### src/rtl/static_mem_pkg.sv
package static_mem_pkg;

  typedef enum logic [1:0] {
    ST_IDLE   = 2'd0,
    ST_ACCESS = 2'd1,
    ST_GAP    = 2'd2
  } seq_state_t;

  // strobes from the sequencer to the datapath
  typedef struct packed {
    logic capture;   // latch request fields and lane mode
    logic csAct;     // chip select window
    logic oeAct;     // output enable window (reads)
    logic weAct;     // write enable pulse
    logic wrCycle;   // current access is a write
    logic sampleRd;  // last read cycle, capture memDin
    logic done;      // last access cycle, raise response next cycle
    logic errSet;    // protected write rejected
  } seq_strobe_t;

endpackage

### src/rtl/static_mem_seq.sv
module static_mem_seq
  import static_mem_pkg::*;
#(
  parameter int CNT_W = 5,
  parameter int EXT_W = 10,
  parameter int LEN_W = 12
) (
  input  logic             clk,
  input  logic             rstN,
  input  logic             reqValid,
  input  logic             reqWrite,
  input  logic [CNT_W-1:0] cfgWenDelay,
  input  logic [CNT_W-1:0] cfgRdWait,
  input  logic [CNT_W-1:0] cfgWrWait,
  input  logic [EXT_W-1:0] cfgExtWait,
  input  logic             cfgExtEn,
  input  logic             cfgWrProt,
  output logic             reqReady,
  output seq_strobe_t      strb
);

  seq_state_t state;
  logic [LEN_W-1:0] idx;
  logic [LEN_W-1:0] lastIdx;
  logic [LEN_W-1:0] weLo;
  logic [LEN_W-1:0] weHi;
  logic             isWr;

  logic [LEN_W-1:0] waitSel;
  logic [LEN_W-1:0] delayExt;
  logic             accept;
  logic             protHit;
  logic             lastCycle;

  assign accept    = reqValid && (state == ST_IDLE);
  assign protHit   = accept && reqWrite && cfgWrProt;
  assign delayExt  = LEN_W'(cfgWenDelay);
  assign lastCycle = (state == ST_ACCESS) && (idx == lastIdx);

  // wait source selection: shared extended count overrides both
  always_comb begin
    if (cfgExtEn)      waitSel = LEN_W'(cfgExtWait);
    else if (reqWrite) waitSel = LEN_W'(cfgWrWait);
    else               waitSel = LEN_W'(cfgRdWait);
  end

  always_ff @(posedge clk or negedge rstN) begin
    if (!rstN) begin
      state   <= ST_IDLE;
      idx     <= '0;
      lastIdx <= '0;
      weLo    <= '0;
      weHi    <= '0;
      isWr    <= 1'b0;
    end else begin
      unique case (state)
        ST_IDLE: begin
          if (accept && !protHit) begin
            state <= ST_ACCESS;
            idx   <= '0;
            isWr  <= reqWrite;
            weLo  <= delayExt;
            weHi  <= delayExt + waitSel;
            if (reqWrite) lastIdx <= delayExt + waitSel + LEN_W'(1);
            else          lastIdx <= waitSel;
          end
        end
        ST_ACCESS: begin
          if (idx == lastIdx) state <= ST_GAP;
          else                idx   <= idx + LEN_W'(1);
        end
        ST_GAP:  state <= ST_IDLE;
        default: state <= ST_IDLE;
      endcase
    end
  end

  assign reqReady = (state == ST_IDLE);

  always_comb begin
    strb          = '0;
    strb.capture  = accept && !protHit;
    strb.errSet   = protHit;
    strb.csAct    = (state == ST_ACCESS);
    strb.wrCycle  = (state == ST_ACCESS) && isWr;
    strb.oeAct    = (state == ST_ACCESS) && !isWr;
    strb.weAct    = (state == ST_ACCESS) && isWr && (idx >= weLo) && (idx <= weHi);
    strb.sampleRd = lastCycle && !isWr;
    strb.done     = lastCycle;
  end

endmodule

### src/rtl/static_mem_dp.sv
module static_mem_dp
  import static_mem_pkg::*;
#(
  parameter int ADDR_W = 24,
  parameter int DATA_W = 32,
  parameter int LANES  = DATA_W / 8
) (
  input  logic              clk,
  input  logic              rstN,
  input  seq_strobe_t       strb,
  input  logic [ADDR_W-1:0] reqAddr,
  input  logic [DATA_W-1:0] reqWdata,
  input  logic [LANES-1:0]  reqBe,
  input  logic              cfgLaneMode,
  input  logic [DATA_W-1:0] memDin,
  output logic              memCsN,
  output logic              memOeN,
  output logic              memWeN,
  output logic [LANES-1:0]  memBlsN,
  output logic [ADDR_W-1:0] memAddr,
  output logic [DATA_W-1:0] memDout,
  output logic              memDoe,
  output logic              rspValid,
  output logic              rspErr,
  output logic [DATA_W-1:0] rspRdata
);

  logic [ADDR_W-1:0] addrQ;
  logic [DATA_W-1:0] dataQ;
  logic [LANES-1:0]  beQ;
  logic              laneQ;

  always_ff @(posedge clk or negedge rstN) begin
    if (!rstN) begin
      addrQ <= '0;
      dataQ <= '0;
      beQ   <= '0;
      laneQ <= 1'b0;
    end else if (strb.capture) begin
      addrQ <= reqAddr;
      dataQ <= reqWdata;
      beQ   <= reqBe;
      laneQ <= cfgLaneMode;
    end
  end

  always_ff @(posedge clk or negedge rstN) begin
    if (!rstN) begin
      rspValid <= 1'b0;
      rspErr   <= 1'b0;
      rspRdata <= '0;
    end else begin
      rspValid <= strb.done || strb.errSet;
      rspErr   <= strb.errSet;
      if (strb.sampleRd) rspRdata <= memDin;
    end
  end

  assign memCsN  = ~strb.csAct;
  assign memOeN  = ~strb.oeAct;
  assign memWeN  = ~strb.weAct;
  assign memDoe  = strb.wrCycle;
  assign memDout = dataQ;
  assign memAddr = addrQ;

  // per-lane strobe: write-strobe style or byte-select style
  for (genvar i = 0; i < LANES; i++) begin : g_lane
    logic laneLow;
    always_comb begin
      if (strb.wrCycle) laneLow = beQ[i] && (laneQ ? strb.csAct : strb.weAct);
      else              laneLow = beQ[i] && laneQ && strb.oeAct;
    end
    assign memBlsN[i] = ~laneLow;
  end

endmodule

### src/rtl/static_mem_ctrl.sv
module static_mem_ctrl
  import static_mem_pkg::*;
#(
  parameter int ADDR_W = 24,
  parameter int DATA_W = 32,
  parameter int CNT_W  = 5,
  parameter int EXT_W  = 10
) (
  input  logic                  clk,
  input  logic                  rstN,
  input  logic                  reqValid,
  output logic                  reqReady,
  input  logic                  reqWrite,
  input  logic [ADDR_W-1:0]     reqAddr,
  input  logic [DATA_W-1:0]     reqWdata,
  input  logic [DATA_W/8-1:0]   reqBe,
  output logic                  rspValid,
  output logic                  rspErr,
  output logic [DATA_W-1:0]     rspRdata,
  input  logic [CNT_W-1:0]      cfgWenDelay,
  input  logic [CNT_W-1:0]      cfgRdWait,
  input  logic [CNT_W-1:0]      cfgWrWait,
  input  logic [EXT_W-1:0]      cfgExtWait,
  input  logic                  cfgExtEn,
  input  logic                  cfgLaneMode,
  input  logic                  cfgWrProt,
  output logic                  memCsN,
  output logic                  memOeN,
  output logic                  memWeN,
  output logic [DATA_W/8-1:0]   memBlsN,
  output logic [ADDR_W-1:0]     memAddr,
  output logic [DATA_W-1:0]     memDout,
  output logic                  memDoe,
  input  logic [DATA_W-1:0]     memDin
);

  localparam int LANES = DATA_W / 8;
  localparam int WMAX  = (EXT_W > CNT_W) ? EXT_W : CNT_W;
  localparam int LEN_W = WMAX + 2;

  seq_strobe_t strb;

  static_mem_seq #(
    .CNT_W(CNT_W), .EXT_W(EXT_W), .LEN_W(LEN_W)
  ) u_seq (
    .clk        (clk),
    .rstN       (rstN),
    .reqValid   (reqValid),
    .reqWrite   (reqWrite),
    .cfgWenDelay(cfgWenDelay),
    .cfgRdWait  (cfgRdWait),
    .cfgWrWait  (cfgWrWait),
    .cfgExtWait (cfgExtWait),
    .cfgExtEn   (cfgExtEn),
    .cfgWrProt  (cfgWrProt),
    .reqReady   (reqReady),
    .strb       (strb)
  );

  static_mem_dp #(
    .ADDR_W(ADDR_W), .DATA_W(DATA_W), .LANES(LANES)
  ) u_dp (
    .clk        (clk),
    .rstN       (rstN),
    .strb       (strb),
    .reqAddr    (reqAddr),
    .reqWdata   (reqWdata),
    .reqBe      (reqBe),
    .cfgLaneMode(cfgLaneMode),
    .memDin     (memDin),
    .memCsN     (memCsN),
    .memOeN     (memOeN),
    .memWeN     (memWeN),
    .memBlsN    (memBlsN),
    .memAddr    (memAddr),
    .memDout    (memDout),
    .memDoe     (memDoe),
    .rspValid   (rspValid),
    .rspErr     (rspErr),
    .rspRdata   (rspRdata)
  );

endmodule

### config.mk
export PLATFORM = sky130hd
export DESIGN_NAME = static_mem_ctrl
export DESIGN_NICKNAME = d
export VERILOG_FILES = /design/src/rtl/static_mem_pkg.sv /design/src/rtl/static_mem_seq.sv /design/src/rtl/static_mem_dp.sv /design/src/rtl/static_mem_ctrl.sv
export SDC_FILE = /design/constraint.sdc
export NUM_CORES = 1
export LEC_CHECK = 0
export BUFFER_PORTS_ARGS = -buffer_cell sky130_fd_sc_hd__buf_2
export CAP_MARGIN = 15
export CORE_MARGIN = 4
export CORE_UTILIZATION = 52
export DETAILED_ROUTE_END_ITERATION = 10
export GPL_TIMING_DRIVEN = 0
export PLACE_DENSITY = 0.81
export SLEW_MARGIN = 20
export SYNTH_ARGS = -nofsm -noshare
export SYNTH_HDL_FRONTEND = slang
export SYNTH_HIERARCHICAL = 1
export SYNTH_SLANG_ARGS = --single-unit
### constraint.sdc
create_clock -name clk -period 3.1 [get_ports clk]
set_clock_uncertainty 0.2 [all_clocks]
set_input_delay 0.62 -clock clk [delete_from_list [all_inputs] [get_ports clk]]
set_output_delay 0.62 -clock clk [all_outputs]
set_load 0.01 [all_outputs]
==> metrics.md <==
| Metric | Value |
|---|---|
| Run status | finished with violations |
| Placed wire-length estimate after detailed placement | 14390 um |
| Number of placement rows | 42 |
| Shortest clock period the worst path allows after layout | 3.422 ns |
| Total number of vias | 5690 |
| Overall fraction of global-route tracks in use | 0.2490 |
| Die X | 125.2 um |
| Post-route standard cell area excluding fillers | 0.009558 mm^2 |
| Worst Path Required | 2.28 ns |
| Area contributors post-synth | sky130_fd_sc_hd__dfrtp_1 (48%), sky130_fd_sc_hd__mux2_4 (13%), sky130_fd_sc_hd__mux2_2 (5.2%) |
| Part of the cycle the worst path needs | 1.104 |
| Die Span Y | 125.2 um |
| Number of DRC violations after detailed-routing iteration 0 | 348 |
| Power Total | 8840 uW |
| Number of filler instances in the final layout | 895 |
| Worst Path Class, Setup | flop to primary output |
| Per-cell via count in the routed design | 5.476 |
| DRC violation count after routing | 0 |
| Via count of the first global-routing pass | 5913 |
| Slack of the worst reg-to-reg path | 0.24 ns |
| Pins over their slew limit | 0 |
| Number of stages on the worst hold path | 2 |
| Routed wirelength normalized by instance count | 18.91 um |
| Number of non-filler instances in the completed layout | 1039 |
| Violations in the final reports | negative setup slack |
| VDD IR-drop max | 0.3999 mV |
| Simple-gate area share of the yosys netlist | 0.1101 |
| Core Region | 0.01335 mm^2 |
| Pin count of the biggest net entering global routing | 90 |
| Max transition margin | 0.6863 |
| Register bit count reported by yosys | 138 |
| Synthesized area divided by synthesized cell count | 12.21 um^2 |
| Type of the most critical hold path | input port to flop |
| Number of cells produced by synthesis | 585 |
| Starting Density | 0.5353 |
| Final WL | 19650 um |
| Worst min-delay path startpoint | reqWdata[30] |
| Worst R2R Path Depth | 9 |
| First-pass DRT Iterations | 5 |
| Nets@finish | 998 |
| Power density over the cells | 924.9 mW/mm^2 |
| Number of antenna-violating nets in the routed design | 0 |
| Data arrival time of the worst path | 2.60 ns |
| CTS Buffer Depth | 2 |
| Number of distinct library cells after synthesis | 59 |
| Actual transition at the worst max-transition pin | 0.4677 ns |
| Synthesis warning total | 6 |
| Slowest-stage cell, CP | sky130_fd_sc_hd__dfrtp_1 |
| RSZ-0062 raised after global routing | yes |
| Hold violation total from the final report | 0 |
| Buffers & Inverters on Critical Path | 1 |
| Wire length of the first global-routing pass | 31240 um |
| Multiplexer fraction of the synthesized cell area | 0.2019 |
| Minimum hold slack | 0.2316 ns |
| Setup-violating endpoint count in the final report | 5 |
| GP Congestion | 0.9576 |
| Launching element type of the critical path | flop |
| Die area | 0.01568 mm^2 |
| Worst hold endpoint | u_dp/memDout[30]$_DFFE_PN0P_ |
| Placed cell areas | 0.008603 mm^2 |
| Biggest area consumer among synthesized cells | sky130_fd_sc_hd__dfrtp_1 |
| Critical path endpoint category | primary output |
| Post-synth EDFFs | 0 |
| XOR/XNOR Fraction of Synth Area | 0.03555 |
| CP peak stage delay | 0.42 ns |
| Fraction of post-synthesis cell area in the top cell type by area | 0.4833 |
| Crit Reg-Reg Endpoint | u_dp/memDout[11]$_DFFE_PN0P_ |
| Worst-case setup margin in the final layout | -0.3221 ns |
| Share of synthesized area occupied by flip-flops and latches | 0.4833 |
| Number of buffer cells added on primary ports | 222 |
| Level count of the clock H-tree | 4 |
| CTS tree | built |
| Clock transition time at the flip-flop clock pins of the worst setup and hold paths | 0.06 ns |
| Leakage Power | 0.004871 uW |
| Post-Synth Adder-Cell Area | 0.04307 |
| Cells along the critical path | ha_4 -> a21o_1 -> a21o_1 -> a21oi_2 -> o221ai_2 -> a221oi_4 -> and4b_1 -> a31oi_2 -> buf_2 |
| Root cell of the clock tree | sky130_fd_sc_hd__clkbuf_16 |
| Remaining global-route overflow | 0 |
| Dominant combinational cell family by area after synthesis | multiplexers |
| Crit path max-delay family | compound AO/OA/AOI/OAI gates |
| Synthesized-area fraction occupied by ao, oa, aoi and oai cells | 0.07599 |
| Worst-Skew Late Latency | 0.41 ns |
| Share of cells above drive strength 1 | 0.5249 |
| Top_reg_cell synth | sky130_fd_sc_hd__dfrtp_1 |
| Cells after DPL | 984 |
| Startpoint of the worst-slack reg-to-reg timing path | u_seq/state[1]$_DFFE_PN0P_ |
| Number of I/O pins | 223 |
| Share of async-settable or async-resettable flops after synthesis | 1.000 |
| Number of CTS-inserted buffers | 17 |
| Number of antenna violations at the first check in global routing | 0 |
| Post-Synthesis Cell Area | 0.007146 mm^2 |
| Net count after synthesis | 733 |
| CTS Sinks | 138 |
| Max-cap violation count | 0 |
| Ant diodes | 0 |
| Critical path peak fanout | 5 |
| Critical path's most frequent cell | sky130_fd_sc_hd__a21o_1 |
| Max Freq | 292.2 MHz |
| Area overhead of the layout relative to synthesis | 33.76% |
## worst reg2reg max path: cells and delay by family, from the launching register on
kind	cells	cell delay [ns]
flip-flops	1	0.39
multiplexers	1	0.33
AND/OR/NAND/NOR	2	0.42
buffers and inverters	6	1.40
## flip-flops by register name (all words and copies together) (netlist names), 2 cells and up
signal         flops
u_dp/memDout      32
u_seq/state        2
u_seq/lastIdx     12
u_dp/memAddr      24
u_dp/beQ           4
u_dp/rspRdata     32
u_seq/weLo         5
u_seq/weHi        11
u_seq/idx         12
## placed cells by master (no fill, tap or decap), drive strengths merged, types with 6 or more instances in the layout
cell / instances
ha: 23
mux2i: 14
nand4: 10
o21ai: 33
nor3: 15
mux2: 95
dfrtp: 138
nor4: 6
nand3: 12
and3: 7
a21o: 8
nor2: 25
a31oi: 7
inv: 26
clkbuf: 28
nand2b: 6
nand2: 48
buf: 268
a21oi: 11
xor2: 25
## metal layers
metal / global-route usage / up-vias / wire [um]
li1: - / 2613 / -
met1: 0.2870 / 2762 / 7502
met2: 0.4312 / 262 / 10090
met3: 0.06055 / 53 / 1243
met4: 0.1282 / 0 / 815
met5: 0 / - / 0
## through the flow
stage / setup slack, ns / setup TNS, ns / utilization
2_1_floorplan: -0.09727 / -0.1612 / -
3_3_place_gp: -0.5294 / -75.68 / 0.6417
3_5_place_dp: -0.6062 / -18.57 / 0.6445
4_1_cts: -0.3025 / -1.250 / 0.7043
5_1_grt: -0.4720 / -2.141 / 0.7161
6_report: -0.3221 / -1.428 / 0.7161
## power breakdown
| part | internal, uW | switching, uW | total [uW] |
|---|---|---|---|
| clock network | 1270 | 750 | 2020 |
| logic | 1940 | 1830 | 3770 |
| registers | 2560 | 491 | 3050 |
## worst max path at each step
| stage | from | end | slack (ns) | cells past startpoint |
|---|---|---|---|---|
| 6_report | u_seq/idx[5]$_DFFE_PN0P_ | memBlsN[1] | -0.32 | 9 |
| 5_1_grt | u_seq/idx[5]$_DFFE_PN0P_ | memBlsN[1] | -0.47 | 9 |
| 4_1_cts | u_seq/weHi[5]$_DFFE_PN0P_ | memBlsN[3] | -0.30 | 10 |
| 3_5_place_dp | reqWrite | u_seq/lastIdx[9]$_DFFE_PN0P_ | -0.61 | 12 |
| 3_3_place_gp | reqWrite | u_seq/lastIdx[9]$_DFFE_PN0P_ | -0.53 | 12 |
| 2_1_floorplan | reqWrite | u_seq/lastIdx[8]$_DFFE_PN0P_ | -0.1 | 10 |
## logic make-up after synthesis
group,Yosys count
XOR/XNOR,29
AO/OA/AOI/OAI,80
adder cells (fa/ha/maj),24
flip-flops,138
buffers and inverters,53
AND/OR/NAND/NOR,152
multiplexers,109
## repair_timing
action | 4_1_cts | 5_1_grt
setup buffers | 12 | 12
pin swaps | 16 | 19
hold buffers | 1 | 0
gates cloned | 0 | 0
setup endpoints to repair | 8 | 71
endpoints found under the hold margin | 49 | 0
resized for setup | 28 | 20
## Yosys cell counts (7+ instances only)
master,count
sky130_fd_sc_hd__nand2_1,48
sky130_fd_sc_hd__mux2_4,62
sky130_fd_sc_hd__a21oi_1,10
sky130_fd_sc_hd__mux2i_1,14
sky130_fd_sc_hd__xor2_1,25
sky130_fd_sc_hd__nor3_1,15
sky130_fd_sc_hd__o21ai_0,30
sky130_fd_sc_hd__nor2_1,25
sky130_fd_sc_hd__ha_1,23
sky130_fd_sc_hd__dfrtp_1,138
sky130_fd_sc_hd__nand3_1,12
sky130_fd_sc_hd__nand4_1,10
sky130_fd_sc_hd__clkbuf_1,7
sky130_fd_sc_hd__buf_2,7
sky130_fd_sc_hd__a21o_1,7
sky130_fd_sc_hd__inv_1,24
sky130_fd_sc_hd__mux2_2,33
## area by class of cell
type                       count  area (um^2)  area share
inverter                      24        90.09    0.009425
multi-input combinational    394         3545      0.3709
clock buffer                  22        484.2     0.05066
buffer                        28        292.8     0.03063
clock inverter                10        113.9     0.01191
timing repair buffer         247         1348      0.1410
sequential                   138         3465      0.3625
tap                          176        220.2     0.02304
(Power assumes the default switching activity.)
